$ cat config.mk
export PLATFORM = sky130hd
export DESIGN_NAME = tdm_link_framer
export DESIGN_NICKNAME = d
export VERILOG_FILES = /design/src/rtl/tdm_link_framer.sv
export SDC_FILE = /design/constraint.sdc
export NUM_CORES = 1
export LEC_CHECK = 0
export ABC_AREA = 1
export BUFFER_PORTS_ARGS = -buffer_cell sky130_fd_sc_hd__buf_2
export CAP_MARGIN = 25
export CORE_MARGIN = 4
export CORE_UTILIZATION = 30
export DETAILED_ROUTE_END_ITERATION = 12
export PLACE_DENSITY_LB_ADDON = 0.25
export SLEW_MARGIN = 20
export SYNTH_ARGS = -nofsm -noshare
export SYNTH_HDL_FRONTEND = slang
export SYNTH_SLANG_ARGS = --single-unit
$ cat constraint.sdc
create_clock -name clk -period 1.8 [get_ports clk]
set_input_delay 0.09 -clock clk [delete_from_list [all_inputs] [get_ports clk]]
set_output_delay 0.09 -clock clk [all_outputs]
set_load 0.01 [all_outputs]
$ cat src/rtl/tdm_link_framer.sv
module tdm_link_framer #(
  parameter int FRAME_BITS = 500,
  parameter int SYNC_BITS  = 4,
  parameter int WARM_BITS  = 100,
  parameter int CMD_W      = 32,
  parameter int RSP_W      = 36,
  parameter int LANES      = 2
) (
  input  logic                   clk,
  input  logic                   rst_n,
  input  logic                   link_run,
  input  logic [CMD_W-1:0]       cmd_word,
  input  logic                   cmd_valid,
  output logic                   cmd_take,
  output logic                   codec_rst_n,
  output logic                   bclk,
  output logic                   sync,
  output logic                   sdo,
  input  logic [LANES-1:0]       sdi,
  output logic [LANES*RSP_W-1:0] rsp_data,
  output logic [LANES-1:0]       rsp_valid
);
  localparam int BW = $clog2(FRAME_BITS);
  localparam int WW = $clog2(WARM_BITS + 1);
  localparam logic [BW-1:0] LAST_BIT   = BW'(FRAME_BITS - 1);
  localparam logic [BW-1:0] SYNC_START = BW'(FRAME_BITS - SYNC_BITS);
  localparam logic [BW-1:0] RSP_END    = BW'(RSP_W);
  localparam logic [WW-1:0] WARM_LAST  = WW'(WARM_BITS - 1);

  typedef enum logic [1:0] {S_IDLE, S_WARM, S_FRAME} state_t;

  state_t           st;
  logic             ph;
  logic [BW-1:0]    bit_cnt;
  logic [WW-1:0]    warm_cnt;
  logic [1:0]       frames;
  logic [CMD_W-1:0] cmd_sh;
  logic [RSP_W-1:0] rsp_sh [LANES];
  logic             wrap;

  assign wrap        = (st == S_FRAME) && ph && (bit_cnt == LAST_BIT);
  assign codec_rst_n = (st != S_IDLE);
  assign bclk        = (st != S_IDLE) && !ph;
  assign sync        = (st == S_FRAME) && (bit_cnt >= SYNC_START);
  assign sdo         = cmd_sh[CMD_W-1];
  assign cmd_take    = wrap && cmd_valid;

  always_ff @(posedge clk or negedge rst_n) begin
    if (!rst_n) begin
      st        <= S_IDLE;
      ph        <= 1'b0;
      bit_cnt   <= '0;
      warm_cnt  <= '0;
      frames    <= '0;
      cmd_sh    <= '0;
      rsp_data  <= '0;
      rsp_valid <= '0;
      for (int l = 0; l < LANES; l++) rsp_sh[l] <= '0;
    end else if (!link_run) begin
      st        <= S_IDLE;
      ph        <= 1'b0;
      bit_cnt   <= '0;
      warm_cnt  <= '0;
      frames    <= '0;
      cmd_sh    <= '0;
      rsp_data  <= '0;
      rsp_valid <= '0;
      for (int l = 0; l < LANES; l++) rsp_sh[l] <= '0;
    end else begin
      rsp_valid <= '0;
      case (st)
        S_IDLE: begin
          st       <= S_WARM;
          ph       <= 1'b0;
          warm_cnt <= '0;
        end
        S_WARM: begin
          ph <= !ph;
          if (ph) begin
            if (warm_cnt == WARM_LAST) begin
              st      <= S_FRAME;
              bit_cnt <= SYNC_START;
            end else begin
              warm_cnt <= warm_cnt + 1'b1;
            end
          end
        end
        default: begin
          ph <= !ph;
          if (wrap) cmd_sh <= cmd_valid ? cmd_word : '0;
          else      cmd_sh <= {cmd_sh[CMD_W-2:0], 1'b0};
          if (ph) bit_cnt <= (bit_cnt == LAST_BIT) ? '0 : bit_cnt + 1'b1;
          if (wrap && frames != 2'd2) frames <= frames + 1'b1;
          for (int l = 0; l < LANES; l++) begin
            if (ph && bit_cnt < RSP_END)
              rsp_sh[l] <= {rsp_sh[l][RSP_W-2:0], sdi[l]};
            if (wrap && frames == 2'd2) begin
              rsp_data[l*RSP_W +: RSP_W] <= rsp_sh[l];
              rsp_valid[l]               <= rsp_sh[l][RSP_W-1];
            end
          end
        end
      endcase
    end
  end
endmodule


# ---- Word level (Yosys, flattened, before mapping)
# Index checks and enable logic that the tools add are counted.
dict set report classes {
  add_sub_neg 3
  n_mul 0
  div_mod_pow 0
  n_lt_le_gt_ge 2
  n_eq_ne 16
  shift 0
  muxes 35
  n_bitwise 0
  n_reduce_logical 18
}
# operator n
set ops {}
lappend ops {{$mux 72} 4}
lappend ops {{$mux 36} 4}
lappend ops {{$mux 32} 4}
lappend ops {{$mux 9} 5}
lappend ops {{$mux 7} 3}
lappend ops {{$pmux 9 s2} 1}
lappend ops {{$mux 2} 8}
lappend ops {{$pmux 7 s2} 1}
lappend ops {{$add 9x1->9 const B} 1}
lappend ops {{$eq 9x9->1 const B} 1}
lappend ops {{$ge 9x9->1 const B} 1}
lappend ops {{$lt 9x6->1 const B} 1}
lappend ops {{$ne 3x3->1 const B} 3}
lappend ops {{$reduce_and 3->1} 3}
lappend ops {{$logic_and 1x1->1} 8}
lappend ops {{$ne 2x1->1 const B} 4}
lappend ops {{$add 7x1->7 const B} 1}
lappend ops {{$eq 7x7->1 const B} 1}
lappend ops {{$ne 2x2->1 const B} 3}
lappend ops {{$reduce_and 2->1} 3}
lappend ops {{$eq 2x2->1 const B} 2}
lappend ops {{$mux 1} 4}
lappend ops {{$pmux 2 s2} 1}
lappend ops {{$ne 3x1->1 const B} 1}
lappend ops {{other kinds (6)} 6}
dict set report totals {
  regBits 199
  latch_bits 0
  ramBits 0
  mem_bits_ro 0
  in_bits 38
  output_inout_bits 79
  memories 0
}

# ---- Depth between registers and ports, before layout
dict set report depth {
  depth_word 7
  ltp_mapped 9
}

# ---- Least setup slack after synthesis
# Ideal clock, no wire load.
dict set report synth_path {
  kind {reg-to-reg}
  start {reg bit_cnt[1]}
  end {reg rsp_data[0]}
  setup_ns 0.118
  t_arrival_ns 1.487
  t_required_ns 1.682
  path_slack_ns 0.195
  stages_incl_launch_ff 10
  n_path_buf 1
  synth_period_minus_slack_ns 1.605
  path_cell_list {dfrtp_1 > ha_1 > nand2_1 > nor2_2 > nand3_4 > inv_2 > nand2_2 > buf_2 > nand3_1 > nand2_1}
}
dict set report synth_via {
  elab_chain_cells 5
}
# item line
set synth_lines {}
lappend synth_lines {{start: declaration} 34} ;# logic [BW-1:0] bit_cnt;
lappend synth_lines {{start signal: assignment} 92} ;# if (ph) bit_cnt <= (bit_cnt == LAST_BIT) ? '0 : bit_cnt + 1'b1;
lappend synth_lines {{$eq 9x9->1} 41} ;# assign wrap = (st == S_FRAME) && ph && (bit_cnt == LAST_BIT);
lappend synth_lines {{$logic_and 1x1->1} 41}
lappend synth_lines {{$logic_and 1x1->1} 97} ;# if (wrap && frames == 2'd2) begin
lappend synth_lines {{$ne 2x1->1 (no source line)} -}
lappend synth_lines {{$reduce_and 2->1 (no source line)} -}
lappend synth_lines {{end signal: indexed assignment} 98} ;# rsp_data[l*RSP_W +: RSP_W] <= rsp_sh[l];
lappend synth_lines {{end: declaration} 20} ;# output logic [LANES*RSP_W-1:0] rsp_data,
# Every way passes these cells.
# A chain may end at the register's enable or synchronous reset.

# ---- Final worst setup path
dict set report layout_path {
  start {reg st[0]}
  end {out cmd_take}
}
dict set report layout_via {
  elab_chain_cells 4
}
# item line
set layout_lines {}
lappend layout_lines {{start: declaration} 32} ;# state_t st;
lappend layout_lines {{start signal: assignment} 50} ;# st <= S_IDLE;
lappend layout_lines {{start signal: assignment} 60} ;# st <= S_IDLE;
lappend layout_lines {{start signal: assignment} 73} ;# st <= S_WARM;
lappend layout_lines {{$eq 2x2->1} 41}
lappend layout_lines {{$logic_and 1x1->1 (2 in a row)} 41}
lappend layout_lines {{$logic_and 1x1->1} 46} ;# assign cmd_take = wrap && cmd_valid;
lappend layout_lines {{end: declaration} 14} ;# output logic cmd_take,
# Every way passes these cells.

==> results.txt <==
* Number of I/O port buffers: between 100 and 150
- Clock skew on the completed layout was measured at between 0.015 and 0.02 ns.
* Worst slack at placement: 0.0511 ns
- Summing over every cut layer, the via total after detailed routing is 7717.
* TritonCTS clock tree: done
- Post-route setup slack: 0.0788 ns
- Sequential-to-total area share from yosys stat: 0.541
- Largest net degree at the start of global routing: between 100 and 150
- In the routed design, unresolved DRC markers number 0.
- For this run, the total global-route usage over all layers was measured as 0.139.
- For this design the top-level I/O count stands at 117.
- Part of the cycle the worst path needs: 0.956
- Setup violations remaining at the end of the flow were counted as 0.
* Register clock-pin slew on the reported worst setup and hold paths: roughly 0.080 ns
- For this run, the leading register cell type out of synthesis is sky130_fd_sc_hd__dfrtp_1.
- Initial drt markers: 485
* Antenna viol nets, final: 0
- The initial utilization of the core area, before any placement, comes to 0.307.
- The die covers between 0.03 and 0.04 mm^2.
- Netlist cell types: 21
- The initialized floorplan defines 63 standard-cell rows.
- Number of global-route vias before repair: 7567
- By startpoint and endpoint, the worst setup path is classified as flop to output port.
- Average routed wire per standard cell: between 10 and 15 um
* Signed area change from the synthesized netlist to the final layout: 20.3%
- In the global route stage, met3 resource usage came out at 0.0299.
- Tracing the worst setup path back leads to its startpoint at st[0]$_DFFE_PN0P_.
- For this run, the number of Yosys warnings is 0.
* Synthesized netlist cell count: between 1000 and 1500
* Post-synthesis net count: 1247
* Transition time of the tightest slew-check pin: 0.673 ns
- After layout, the minimum clock period comes to about 1.7 ns.
- After layout, the design draws a total of 9880 uW.
* Routability cong.: roughly 0.82
* Core Footprint: 0.0300 mm^2
- Seq cells post-synth: 199
* Category of the worst setup path capture point: output port
- At the later pin of the worst-skew pair, clock insertion delay measures 0.44 ns.
- Layout cell share with drive strength beyond 1: 0.150
- Final nets: 1355
* Count of flip-flops with a built-in enable after synthesis: 0
* Required arrival time at the worst endpoint: 1.71 ns
* CTS sink count: 199
- Die width: 183 um
- Aggregate routed wire length: 22500 um
- The first global-routing pass estimated just under 40000 um of wire.
- The startpoint identified for the worst register-to-register timing path is st[0]$_DFFE_PN0P_.
- Library cell used as clock root buffer: sky130_fd_sc_hd__clkbuf_16
- Dividing the detail-routed via count by the number of cells gives 4.50.
- Dominant cells by area after synthesis: sky130_fd_sc_hd__dfrtp_1 54%, sky130_fd_sc_hd__nand2_1 22%, sky130_fd_sc_hd__inv_1 5.1%
* Worst min-delay path startpoint: cmd_word[2]
- Data on the critical path arrives at its endpoint at 1.63 ns.
* Initial antenna violation count: 0
- Highest-utilization routing layer at the global route stage: met2
- Class of the worst hold path: primary input to flop
- Leakage power summed over all cells: 0.00661 uW
- Hold violation count in the final report: 0
- Worst vdd rail ir drop: 0.519 mV
* Met1 Track Usage GR: 0.201
* Top cells by instance count after synthesis: 545 x sky130_fd_sc_hd__nand2_1, 199 x sky130_fd_sc_hd__dfrtp_1, 126 x sky130_fd_sc_hd__inv_1
* Sum of net half-perimeters after detailed placement: ~14000 um
- In this run the power density over the cells is 893 mW/mm^2.
- Met2 Resource Use GR: 0.217
- Top-count cell post-synth: sky130_fd_sc_hd__nand2_1
- The tool flagged a number of max-cap violations equal to 0.
- Total overflow reported by the global router: 0
- The run finished with clean final reports.
* Async set or reset register ratio after synthesis: 1.00
- The share of synthesized area in the top cell type comes to 0.541.
- DIE HEIGHT: 183 um
- Before antenna repair, the detailed router went through 7 iterations.
* Clock Path Buffers: 2
- The H-tree generated during clock tree synthesis spans 4 levels.
- The number of antenna diodes in the final layout is 0.
- STA classifies the critical path startpoint as a flop.
- In this run the mean area of a mapped cell was 7.63 um^2.
- For this run, the top clock speed supported by timing is 0.581 GHz.
* Setup repair after global routing missed its margin: yes
- Headroom to the max-slew limit: 0.551
* Number of slew-limit violations in the final report: 0
- Synthesized cell area: between 0.009 and 0.01 mm^2
- Counting the buffers created by CTS gives 17.
- Post-synth top area cell: sky130_fd_sc_hd__dfrtp_1
- Largest fanout on the critical path: 5
## flip-flops by register name, summed over array words and instances (netlist names), 2 cells and up
name       count
cmd_sh        32
rsp_sh        72
warm_cnt       7
rsp_data      72
st             2
bit_cnt        9
frames         2
rsp_valid      2
## per-stage QoR
stage | hold slack (ns) | std cells | instance area [um^2] | util | TNS, ns
final | 0.0860 | 1716 | 11100 | 0.370 | 0
after global routing | 0.111 | 1716 | 11100 | 0.370 | -0.230
after CTS | 0.0645 | 1711 | 11000 | 0.367 | 0
after detailed placement | 0.105 | 1671 | 10300 | 0.345 | 0
after global placement | 0.104 | 1671 | 10300 | 0.345 | 0
after floorplan | -0.206 | 1205 | 9200 | - | 0
## path summary, 6_finish.rpt
| path | cells past startpoint | endpoint | slack [ns] |
|---|---|---|---|
| max | 8 | cmd_take | 0.08 |
| min | 7 | cmd_sh[2]$_DFFE_PN0P_ | 0.09 |
| max reg2reg | 10 | rsp_data[26]$_DFFE_PN0P_ | 0.09 |
| min reg2reg | 2 | cmd_sh[10]$_DFFE_PN0P_ | 0.48 |
| max in group asynchronous | 3 | rsp_data[43]$_DFFE_PN0P_ | 0.97 |
| min in group asynchronous | 2 | cmd_sh[3]$_DFFE_PN0P_ | 0.19 |
## metal layers
metal  up-vias  wire (um)
met2       187      10100
met4         0        127
li1       3943          -
met1      3578      10900
met3         9       1350
met5         -          0
## repair_timing
item,in CTS,in global routing
endpoints found under the setup margin,1,102
endpoints found under the hold margin,50,0
hold buffers,5,0
pin swaps,2,2
buffers inserted,4,5
resized for setup,3,6
## layout by cell type (no fill, tap or decap)
cell                            instances
sky130_fd_sc_hd__nand3_1               92
sky130_fd_sc_hd__nand2_2                1
sky130_fd_sc_hd__clkinv_2               2
sky130_fd_sc_hd__clkinv_4               1
sky130_fd_sc_hd__clkinv_8               1
sky130_fd_sc_hd__nor2_4                 4
sky130_fd_sc_hd__dfrtp_1              197
sky130_fd_sc_hd__inv_2                  3
sky130_fd_sc_hd__nand3_4                2
sky130_fd_sc_hd__ha_1                   3
sky130_fd_sc_hd__nand4_1               37
sky130_fd_sc_hd__o21bai_1               2
sky130_fd_sc_hd__nor4_1                 2
sky130_fd_sc_hd__dfrtp_2                2
sky130_fd_sc_hd__inv_6                  3
sky130_fd_sc_hd__nor2_1                23
sky130_fd_sc_hd__clkinv_1               1
sky130_fd_sc_hd__nand2_1              545
sky130_fd_sc_hd__buf_4                 27
sky130_fd_sc_hd__clkbuf_1               1
sky130_fd_sc_hd__ha_4                   1
sky130_fd_sc_hd__nor3_1                 1
sky130_fd_sc_hd__buf_12                11
sky130_fd_sc_hd__clkbuf_16             17
sky130_fd_sc_hd__clkbuf_8               2
sky130_fd_sc_hd__o21ai_1                1
sky130_fd_sc_hd__nor2_2                 1
sky130_fd_sc_hd__inv_4                  1
sky130_fd_sc_hd__inv_1                126
sky130_fd_sc_hd__o21ai_0               90
sky130_fd_sc_hd__dlygate4sd3_1          5
sky130_fd_sc_hd__buf_2                114
sky130_fd_sc_hd__nand3b_1               1
sky130_fd_sc_hd__inv_8                  6
## worst max-delay path, cell delays in order (launching register included)
cell and delay, ns:
sky130_fd_sc_hd__dfrtp_1 0.41, sky130_fd_sc_hd__inv_2 0.06, sky130_fd_sc_hd__nand2_1 0.11, sky130_fd_sc_hd__nor2_4 0.16, sky130_fd_sc_hd__nand3_4 0.10, sky130_fd_sc_hd__inv_4 0.10, sky130_fd_sc_hd__nand2_1 0.07, sky130_fd_sc_hd__inv_1 0.06
sky130_fd_sc_hd__buf_2 0.12
## power breakdown
group          switching (uW)  internal, uW  total (uW)
combinational             945           435        1380
sequential                111          4580        4700
clock                    1920          1890        3810
## cell type report
cell class              count  area, um^2
clock buffers              19         443
clock inverters            13         129
fillers                  3177       18900
inverters                 131         494
multi-input cells         806        3470
flip-flops and latches    199        4980
well taps                 390         488
repair buffers            158        1060
## kinds of logic (layout without fill, tap and decap cells)
| kind of cell | Yosys count | count (layout) | share of synthesized area |
|---|---|---|---|
| fa+ha+maj | 4 | 4 | 0.00544 |
| flops | 199 | 199 | 0.541 |
| compound gates | 93 | 93 | 0.0511 |
| simple gates | 709 | 709 | 0.317 |
| buf+inv | 200 | 321 | 0.0849 |
(Power assumes the default switching activity.)
